### config.mk
export PLATFORM = sky130hd
export DESIGN_NAME = shadow_cfg_ctrl
export DESIGN_NICKNAME = d
export VERILOG_FILES = /design/src/rtl/shadow_cfg_pkg.sv /design/src/rtl/shadow_cfg_regs.sv /design/src/rtl/shadow_seg_decode.sv /design/src/rtl/shadow_cfg_ctrl.sv
export SDC_FILE = /design/constraint.sdc
export NUM_CORES = 2
export LEC_CHECK = 0
export ABC_AREA = 1
export ABC_CLOCK_PERIOD_IN_PS = 75000
export BUFFER_PORTS_ARGS = -buffer_cell sky130_fd_sc_hd__buf_2
export CAP_MARGIN = 20
export CORE_UTILIZATION = 55
export CTS_CLUSTER_SIZE = 24
export DETAILED_ROUTE_END_ITERATION = 12
export GPL_TIMING_DRIVEN = 1
export MAX_ROUTING_LAYER = met4
export PLACE_DENSITY = 0.78
export SKIP_LAST_GASP = 1
export SLEW_MARGIN = 20
export SYNTH_ARGS = -nofsm -noshare
export SYNTH_HDL_FRONTEND = slang
export SYNTH_SLANG_ARGS = --single-unit
### constraint.sdc
create_clock -name clk -period 75 [get_ports clk]
set_input_delay 3.75 -clock clk [delete_from_list [all_inputs] [get_ports clk]]
set_output_delay 3.75 -clock clk [all_outputs]
set_load 0.1 [all_outputs]
### src/rtl/shadow_cfg_pkg.sv
package shadow_cfg_pkg;

  // I/O port map
  localparam logic [15:0] PORT_INDEX = 16'h0022;
  localparam logic [15:0] PORT_DATA  = 16'h0024;
  localparam logic [15:0] PORT_SCR0  = 16'h00E1;

  // Configuration register numbers that feed hardware
  localparam logic [7:0] REG_CACHE = 8'h21;
  localparam logic [7:0] REG_MODE  = 8'h22;
  localparam logic [7:0] REG_SEGEN = 8'h23;

  // Bit positions inside those registers
  localparam int BIT_CACHE = 4;
  localparam int BIT_BIOS  = 7;
  localparam int BIT_WP_LO = 4;
  localparam int BIT_WP_HI = 3;

  typedef struct packed {
    logic rd_dram;
    logic wr_dram;
    logic wr_drop;
  } route_t;

  typedef struct packed {
    logic [7:0] cache;
    logic [7:0] mode;
    logic [7:0] segen;
  } ctl_t;

endpackage

### src/rtl/shadow_cfg_regs.sv
module shadow_cfg_regs
  import shadow_cfg_pkg::*;
#(
  parameter int NREG = 256,
  parameter int DW   = 8,
  parameter int AW   = 16,
  parameter int NSCR = 2
) (
  input  logic          clk,
  input  logic          rst_n,
  input  logic [AW-1:0] io_addr,
  input  logic [DW-1:0] io_wdata,
  input  logic          io_wr,
  input  logic          io_rd,
  output logic [DW-1:0] io_rdata,
  output ctl_t          ctl
);

  localparam int IDX_W = $clog2(NREG);

  logic [IDX_W-1:0]          idx_q;
  logic [IDX_W-1:0]          idx_d;
  logic                      idx_en;
  logic                      hit_idx;
  logic                      hit_data;
  logic [NSCR-1:0]           hit_scr;
  logic [NREG-1:0][DW-1:0]   regs_flat;
  logic [NSCR-1:0][DW-1:0]   scr_flat;

  // Port decode
  always_comb begin
    hit_idx  = (io_addr == PORT_INDEX);
    hit_data = (io_addr == PORT_DATA);
    for (int s = 0; s < NSCR; s++) begin
      hit_scr[s] = (io_addr == (PORT_SCR0 + AW'(s)));
    end
  end

  // Index register: next state
  always_comb begin
    idx_en = io_wr && hit_idx;
    idx_d  = idx_en ? io_wdata[IDX_W-1:0] : idx_q;
  end

  // Index register: state
  always_ff @(posedge clk or negedge rst_n) begin
    if (!rst_n) idx_q <= '0;
    else        idx_q <= idx_d;
  end

  // Configuration file, one enabled byte per entry
  for (genvar k = 0; k < NREG; k++) begin : g_reg
    logic          en;
    logic [DW-1:0] q;
    logic [DW-1:0] d;
    always_comb begin
      en = io_wr && hit_data && (idx_q == IDX_W'(k));
      d  = en ? io_wdata : q;
    end
    always_ff @(posedge clk or negedge rst_n) begin
      if (!rst_n) q <= '0;
      else        q <= d;
    end
    assign regs_flat[k] = q;
  end

  // Scratch bytes
  for (genvar s = 0; s < NSCR; s++) begin : g_scr
    logic          en;
    logic [DW-1:0] q;
    logic [DW-1:0] d;
    always_comb begin
      en = io_wr && hit_scr[s];
      d  = en ? io_wdata : q;
    end
    always_ff @(posedge clk or negedge rst_n) begin
      if (!rst_n) q <= '1;
      else        q <= d;
    end
    assign scr_flat[s] = q;
  end

  // Read mux
  always_comb begin
    io_rdata = '1;
    if (io_rd) begin
      if (hit_data) io_rdata = regs_flat[idx_q];
      for (int s = 0; s < NSCR; s++) begin
        if (hit_scr[s]) io_rdata = scr_flat[s];
      end
    end
  end

  // Hardware-facing bytes
  always_comb begin
    ctl.cache = regs_flat[REG_CACHE];
    ctl.mode  = regs_flat[REG_MODE];
    ctl.segen = regs_flat[REG_SEGEN];
  end

endmodule

### src/rtl/shadow_seg_decode.sv
module shadow_seg_decode
  import shadow_cfg_pkg::*;
#(
  parameter int              MEM_AW    = 20,
  parameter int              SEG_W     = 14,
  parameter int              NSEG      = 8,
  parameter int              SPLIT     = 4,
  parameter logic [19:0]     SEG_BASE  = 20'hD0000,
  parameter logic [19:0]     BIOS_BASE = 20'hF0000,
  parameter int              BIOS_W    = 16
) (
  input  logic [MEM_AW-1:0] mem_addr,
  input  logic [NSEG-1:0]   seg_en,
  input  logic              wp_lo,
  input  logic              wp_hi,
  input  logic              bios_shadow,
  output route_t            route
);

  localparam int            SI_W    = (NSEG > 1) ? $clog2(NSEG) : 1;
  localparam logic [MEM_AW:0] SEG_LO = (MEM_AW+1)'(SEG_BASE);
  localparam logic [MEM_AW:0] SEG_HI = SEG_LO + ((MEM_AW+1)'(NSEG) << SEG_W);

  logic [MEM_AW-1:0] seg_off;
  logic [SI_W-1:0]   seg_idx;
  logic              in_seg;
  logic              in_bios;
  route_t            seg_route [NSEG];

  always_comb begin
    in_seg  = ({1'b0, mem_addr} >= SEG_LO) && ({1'b0, mem_addr} < SEG_HI);
    seg_off = mem_addr - MEM_AW'(SEG_BASE);
    seg_idx = seg_off[SEG_W +: SI_W];
    in_bios = (mem_addr[MEM_AW-1:BIOS_W] == BIOS_BASE[MEM_AW-1:BIOS_W]);
  end

  // Per-segment routing; the lower group and upper group take different protect bits
  for (genvar i = 0; i < NSEG; i++) begin : g_seg
    logic wp;
    if (i < SPLIT) begin : g_lo
      assign wp = wp_lo;
    end else begin : g_hi
      assign wp = wp_hi;
    end
    always_comb begin
      seg_route[i].rd_dram = seg_en[i];
      seg_route[i].wr_dram = seg_en[i] & ~wp;
      seg_route[i].wr_drop = seg_en[i] &  wp;
    end
  end

  always_comb begin
    route = '0;
    if (in_bios) begin
      route.rd_dram = ~bios_shadow;
      route.wr_dram = 1'b1;
    end else if (in_seg) begin
      route = seg_route[seg_idx];
    end
  end

endmodule

### src/rtl/shadow_cfg_ctrl.sv
module shadow_cfg_ctrl
  import shadow_cfg_pkg::*;
#(
  parameter int NREG   = 256,
  parameter int MEM_AW = 20,
  parameter int NSEG   = 8
) (
  input  logic              clk,
  input  logic              rst_n,
  input  logic [15:0]       io_addr,
  input  logic [7:0]        io_wdata,
  input  logic              io_wr,
  input  logic              io_rd,
  output logic [7:0]        io_rdata,
  input  logic [MEM_AW-1:0] mem_addr,
  output logic              mem_rd_dram,
  output logic              mem_wr_dram,
  output logic              mem_wr_drop,
  output logic              ext_cache_en
);

  logic [1:0] rst_sync_q;
  logic       rst_int_n;
  ctl_t       ctl;
  route_t     route;

  // Reset asserts asynchronously, releases after two clock edges
  always_ff @(posedge clk or negedge rst_n) begin
    if (!rst_n) rst_sync_q <= '0;
    else        rst_sync_q <= {rst_sync_q[0], 1'b1};
  end
  assign rst_int_n = rst_sync_q[1];

  shadow_cfg_regs #(
    .NREG (NREG),
    .DW   (8),
    .AW   (16),
    .NSCR (2)
  ) u_regs (
    .clk      (clk),
    .rst_n    (rst_int_n),
    .io_addr  (io_addr),
    .io_wdata (io_wdata),
    .io_wr    (io_wr),
    .io_rd    (io_rd),
    .io_rdata (io_rdata),
    .ctl      (ctl)
  );

  shadow_seg_decode #(
    .MEM_AW (MEM_AW),
    .NSEG   (NSEG)
  ) u_dec (
    .mem_addr    (mem_addr),
    .seg_en      (ctl.segen[NSEG-1:0]),
    .wp_lo       (ctl.mode[BIT_WP_LO]),
    .wp_hi       (ctl.mode[BIT_WP_HI]),
    .bios_shadow (ctl.mode[BIT_BIOS]),
    .route       (route)
  );

  assign mem_rd_dram  = route.rd_dram;
  assign mem_wr_dram  = route.wr_dram;
  assign mem_wr_drop  = route.wr_drop;
  assign ext_cache_en = ctl.cache[BIT_CACHE];

endmodule

# After elaboration in Yosys (flattened, before gate mapping)
# Index checks and enable logic that the tools add are counted.
[word_totals] register_bits=2074 word_cells=819
[op_classes] n_addsub=1 order_cmp=4 eq_ne=260 n_mux=12 n_bitwise=20 reduce_logical=262
[ops] operator="$eq 8x8->1 const B" n=128
[ops] operator="$eq 8x7->1 const B" n=64
[ops] operator="$logic_and 1x1->1" n=261
[ops] operator="$eq 8x6->1 const B" n=32
[ops] operator="$eq 8x5->1 const B" n=16
[ops] operator="$bmux 8 s8" n=1
[ops] operator="$eq 8x4->1 const B" n=8
[ops] operator="$mux 8" n=5
[ops] operator="$eq 16x6->1 const B" n=2
[ops] operator="$eq 16x8->1 const B" n=2
[ops] operator="$eq 8x3->1 const B" n=4
[ops] operator="$ge 20x20->1 const B" n=1
[ops] operator="$lt 20x20->1 const B" n=1
[ops] operator="$sub 17x17->17 const B" n=1
[ops] operator="$and 1x1->1" n=16
[ops] operator="$eq 8x2->1 const B" n=2
[ops] operator="$bmux 3 s3" n=1
[ops] operator="$lt 8x9->1 const B" n=1
[ops] operator="$mux 3" n=3
[ops] operator="$eq 8x1->1 const B" n=1
[ops] operator="$logic_not 8->1" n=1
[ops] operator="$eq 4x4->1 const B" n=1
[ops] operator="$ge 4x4->1 const B" n=1
[ops] operator="$not 3->4" n=1
[ops] operator="other kinds (3)" n=5

# Logic depth before layout (Yosys ltp)
[depth] ltp_word=7 mapped_depth=19

# Cells and area by module
# From an unflattened synthesis, not the netlist that was laid out.
[hier_totals] cells_unflattened=12027 hier_area_um2=94903.5
[by_module_without_submodules] mod="shadow_cfg_regs" n_inst=1 cells_per_inst=11987 area_per_inst_um2=94685.8 seq_area_each_um2=51869.7
[by_module_without_submodules] mod="shadow_seg_decode" n_inst=1 cells_per_inst=37 area_per_inst_um2=163.9 seq_area_each_um2=0.0
[by_module_without_submodules] mod="shadow_cfg_ctrl" n_inst=1 cells_per_inst=3 area_per_inst_um2=53.8 seq_area_each_um2=50.0

# Worst setup path after synthesis
# No wires, ideal clock.
[synth_path] path_type="in2out" start="input port mem_addr[14]" end="output port mem_wr_drop" t_arrival_ns=6.833 required_ns=71.250 slack_ns=64.417 stages=6 n_path_buf=0 path_cell_list="inv_1 nand2_1 a32oi_1 o21ai_0 or3b_2 a211oi_1"
[synth_between] elab_chain_len=7
[synth_rtl] element="start, declared" line="shadow_cfg_ctrl.sv:15" rtl="input logic [MEM_AW-1:0] mem_addr,"
[synth_rtl] element="$sub 17x17->17" line="shadow_seg_decode.sv:32" rtl="seg_off = mem_addr - MEM_AW'(SEG_BASE);"
[synth_rtl] element="$not 3->4 (implied by the code)" line="shadow_seg_decode.sv:58" rtl="route = seg_route[seg_idx];"
[synth_rtl] element="$bmux 3 s3" line="shadow_seg_decode.sv:58"
[synth_rtl] element="$mux 3 (implied by the code) (2 in series)" line="shadow_seg_decode.sv:58"
[synth_rtl] element="$mux 3 (*)" line="shadow_seg_decode.sv:57" rtl="end else if (in_seg) begin"
[synth_rtl] element="$mux 1 (*)" line="shadow_seg_decode.sv:54" rtl="if (in_bios) begin"
[synth_rtl] element="end, declared" line="shadow_cfg_ctrl.sv:18" rtl="output logic mem_wr_drop,"
# Mark *: on every way between the ends. The rest lies on a longest branch, timed or not. The select of a mux whose other input is x is not followed.

# Worst setup path in the final report
[layout_path] start="register u_regs.idx_q[0]" end="output port io_rdata[0]"
[layout_between] elab_chain_len=6
[layout_rtl] element="start, declared" line="shadow_cfg_regs.sv:21" rtl="logic [IDX_W-1:0] idx_q;"
[layout_rtl] element="start signal, assigned" line="shadow_cfg_regs.sv:48" rtl="else idx_q <= idx_d;"
[layout_rtl] element="$bmux 8 s8" line="shadow_cfg_regs.sv:87" rtl="if (hit_data) io_rdata = regs_flat[idx_q];"
[layout_rtl] element="$mux 8 (implied by the code)" line="shadow_cfg_regs.sv:87"
[layout_rtl] element="$mux 8" line="shadow_cfg_regs.sv:87"
[layout_rtl] element="$mux 8 (2 in series)" line="shadow_cfg_regs.sv:89" rtl="if (hit_scr[s]) io_rdata = scr_flat[s];"
[layout_rtl] element="$mux 8" line="shadow_cfg_regs.sv:86" rtl="if (io_rd) begin"
[layout_rtl] element="end, declared" line="shadow_cfg_ctrl.sv:14" rtl="output logic [7:0] io_rdata,"
# Every way passes these cells. The select of a mux whose other input is x is not followed.

==> metrics.md <==
| Metric | Value |
|---|---|
| CTS tree | `yes` |
| Number of synthesized register bits | `2074` |
| Worst path bufs/invs | `5` |
| Gpl congestion | `0.958` |
| Fin crit period | `10.41 ns` |
| # rows | `151` |
| I/O pin count | `60` |
| Synth warn | `0` |
| Crit-path max cell delay | `0.82 ns` |
| Die W | `417 um` |
| Synthesized net count | `12100` |
| Max cap viols | `0` |
| Internal Power | `1720 uW` |
| DRC errors left | `0` |
| Sequential share of power | `0.505` |
| Gr ovfl total | `0` |
| Sequential area share after synthesis | `0.548` |
| Vias/cell | `5.87` |
| Crit path launch type | `flop` |
| Post-CTS resize count | `0` |
| CP most frequent cell | `nand2_1` |
| Routed WL per cell | `20.2 um` |
| Final Hold Violating Endpoints | `0` |
| Nets | `11600` |
| Slew margin rel. | `0.233` |
| Gr usage total | `0.336` |
| Hold crit path type | `reg -> reg` |
| Library cells used by synthesis | `40` |
| Status | `finished, final reports clean` |
| Post-detailed-route count of antenna-violating nets | `0` |
| RSZ-0062 raised after global routing | `false` |
| Setup TNS | `0 ns` |
| Vias | `82300` |
| Worst path cell trace | `buf_4 -> buf_4 -> buf_4 -> buf_4 -> nand2_1 -> nand2_1 -> nand2_1 -> nand3_1 -> nand2_1 -> nand2_1 -> nor2_1 -> nor2_1 -> nor2_1 -> nand2_1 -> nand2_1 -> nand2_1 -> o21bai_1 -> nand2_1 -> buf_2` |
| Post-DP HPWL | `159000 um` |
| Total CTS buffers | `203` |
| Largest net degree at the start of global routing | `188` |
| Area growth syn-to-layout | `7.61%` |
| Netlist Area Pre-Place | `94700 um2` |
| Fraction of registers with async set/reset | `1.00` |
| First-pass detailed-route iteration total | `7` |
| Syn avg cell area | `7.87 um2` |
| Die H | `417 um` |
| Routed WL | `283000 um` |
| Final setup fails | `0` |
| H-tree levels | `4` |
| Crit end category | `primary output` |
| Slowest cell on the critical path | `buf_4` |
| Setup CP Type | `reg -> out` |
| Clock Path Buffers | `3` |
| Die ar. | `174000 um2` |
| Post CTS Setup Buffer Count | `0` |
| Initial Utilization | `0.556` |
| Initial antenna violation count | `7` |
| Core Area | `170000 um2` |
| Fin cells | `14000` |
| Lkg Pwr | `0.0493 uW` |
| Worst-path clk slew | `0.06 ns` |
| Post-synth top area share | `0.544` |
| Maximum clock rate | `0.0961 GHz` |
| Synth top cells by count | `nand2_1, dfrtp_1, o21ai_0` |
| Slew Viols, Final | `0` |
| CTS Root Cell | `clkbuf_16` |
| Post-CTS Hold Buffers | `0` |
| Top FF cell, synth | `dfrtp_1` |
| PortBufs | `45` |
| Leading post-synthesis cells by cell area | `dfrtp_1, nand2_1, o21ai_0` |
| Vias in the first global route | `77800` |
| P_sw | `497 uW` |
| Clock Power Share | `0.473` |
| Clk Latency, worst-skew pair | `0.88 ns` |
| Clock sink count | `2074` |
| Initial DRC count | `11300` |
| Combinational share of power | `0.022` |
| CP Max Fanout | `70` |
| First-pass GRT wire length | `445000 um` |
| EDFF count, synth | `0` |
| Cells after Synth | `12000` |
| Largest delay share family, worst path | `buffers and inverters` |
| Count leader, synth | `nand2_1` |
| Clock skew | `0.0586 ns` |
| Synth area leader | `dfrtp_1` |
| WP data required | `71.25 ns` |
| Worst slew pin tran | `1.15 ns` |
| Inst Count DP | `13600` |
| Layout cells sized above 1 | `0.0624` |
| Max VDD drop | `0.0000225 V` |
| Sw frac | `0.224` |
| Final Cycle Share | `0.139` |
| PwrDens | `21.8 nW/um2` |
| Arr. time, crit path | `6.66 ns` |
## logic make-up (layout without fill, tap and decap cells)
family,Yosys count,in the layout,synth area share
simple gates,6720,6720,0.284
compound gates,2329,2329,0.124
flops,2074,2074,0.548
buf+inv,906,583,0.0438
other cells,1,10,0.0000396
## stage by stage
stage                     instance area (um2)  utilization  setup WS (ns)  total power, uW  hold slack [ns]
after floorplan                         94700            -          12.93             1170            0.331
after global placement                  94900        0.558          65.24             1190            0.338
after detailed placement                94900        0.558          65.22             1190            0.343
after CTS                              102000        0.598          64.83             2220            0.352
after global routing                   102000        0.598          64.55             2270            0.360
final                                  102000        0.598          64.59             2220            0.353
## final cells by class
| class | instances | area (um2) |
|---|---|---|
| multi-input combinational | 9050 | 38600 |
| fill | 14600 | 68400 |
| tap | 2295 | 2870 |
| sequential | 2074 | 51900 |
| clock buffer | 304 | 6020 |
| timing repair buffer | 165 | 1250 |
| inverter | 48 | 280 |
| clock inverter | 66 | 852 |
| antenna | 9 | 22.5 |
## worst reg2reg max path: stages, from the launching register on
cell and delay (ns):
dfrtp_4 0.91, buf_4 0.67, buf_6 0.69, buf_12 0.64, buf_4 0.96, buf_4 0.75, buf_4 0.89
## path summary, 6_finish.rpt
kind,start,end,slack [ns],depth (start not counted)
hold / removal,rst_sync_q[0]$_DFF_PN0_,rst_sync_q[1]$_DFF_PN0_,0.35,0
setup reg to reg,rst_sync_q[1]$_DFF_PN0_,u_regs.g_reg[16].q[3]$_DFFE_PN0P_,69.36,6
setup / recovery,u_regs.idx_q[0]$_DFFE_PN0P_,io_rdata[0],64.59,19
max in group asynchronous,rst_sync_q[1]$_DFF_PN0_,u_regs.g_reg[16].q[3]$_DFFE_PN0P_,69.36,6
hold reg to reg,rst_sync_q[0]$_DFF_PN0_,rst_sync_q[1]$_DFF_PN0_,0.35,0
min in group asynchronous,rst_sync_q[1]$_DFF_PN0_,u_regs.g_reg[113].q[4]$_DFFE_PN0P_,0.40,0
## routing by layer
metal	track usage	routed length [um]	part of all wire	vias up
li1	-	-	-	37500
met1	0.445	112000	0.40	39500
met2	0.498	126000	0.44	4456
met3	0.0694	31200	0.11	802
met4	0.161	14100	0.050	0
met5	-	0	0	-
## registers in the layout, indices dropped and copies added (netlist names)
signal / count
u_regs.idx_q: 8
u_regs.g.q: 2048
rst_sync_q: 2
u_regs.g_scr.q: 16
## cell usage in the layout (no fill, tap or decap), types with 14 or more instances in the layout
cell,instances
nand4_1,185
dfstp_2,16
nand2_4,66
o21ai_0,1125
buf_4,109
dfrtp_1,2055
clkinv_2,37
a22oi_1,16
nand3_1,113
nand2_2,99
buf_2,45
a21oi_1,91
nor2_1,257
nand2_1,5954
nor2_4,14
clkbuf_16,205
clkbuf_1,47
o21ai_1,1090
clkbuf_8,52
inv_1,30
## power groups by stage
stage | clock network (uW) | registers, uW | logic [uW]
6_report | 1050 | 1120 | 47.8
5_1_grt | 1100 | 1120 | 52.7
4_1_cts | 1050 | 1120 | 48.0
3_5_place_dp | 0 | 1140 | 47.9
3_3_place_gp | 0 | 1140 | 46.8
2_1_floorplan | 0 | 1160 | 14.5
Note: power is estimated with default switching activity, not from simulation.
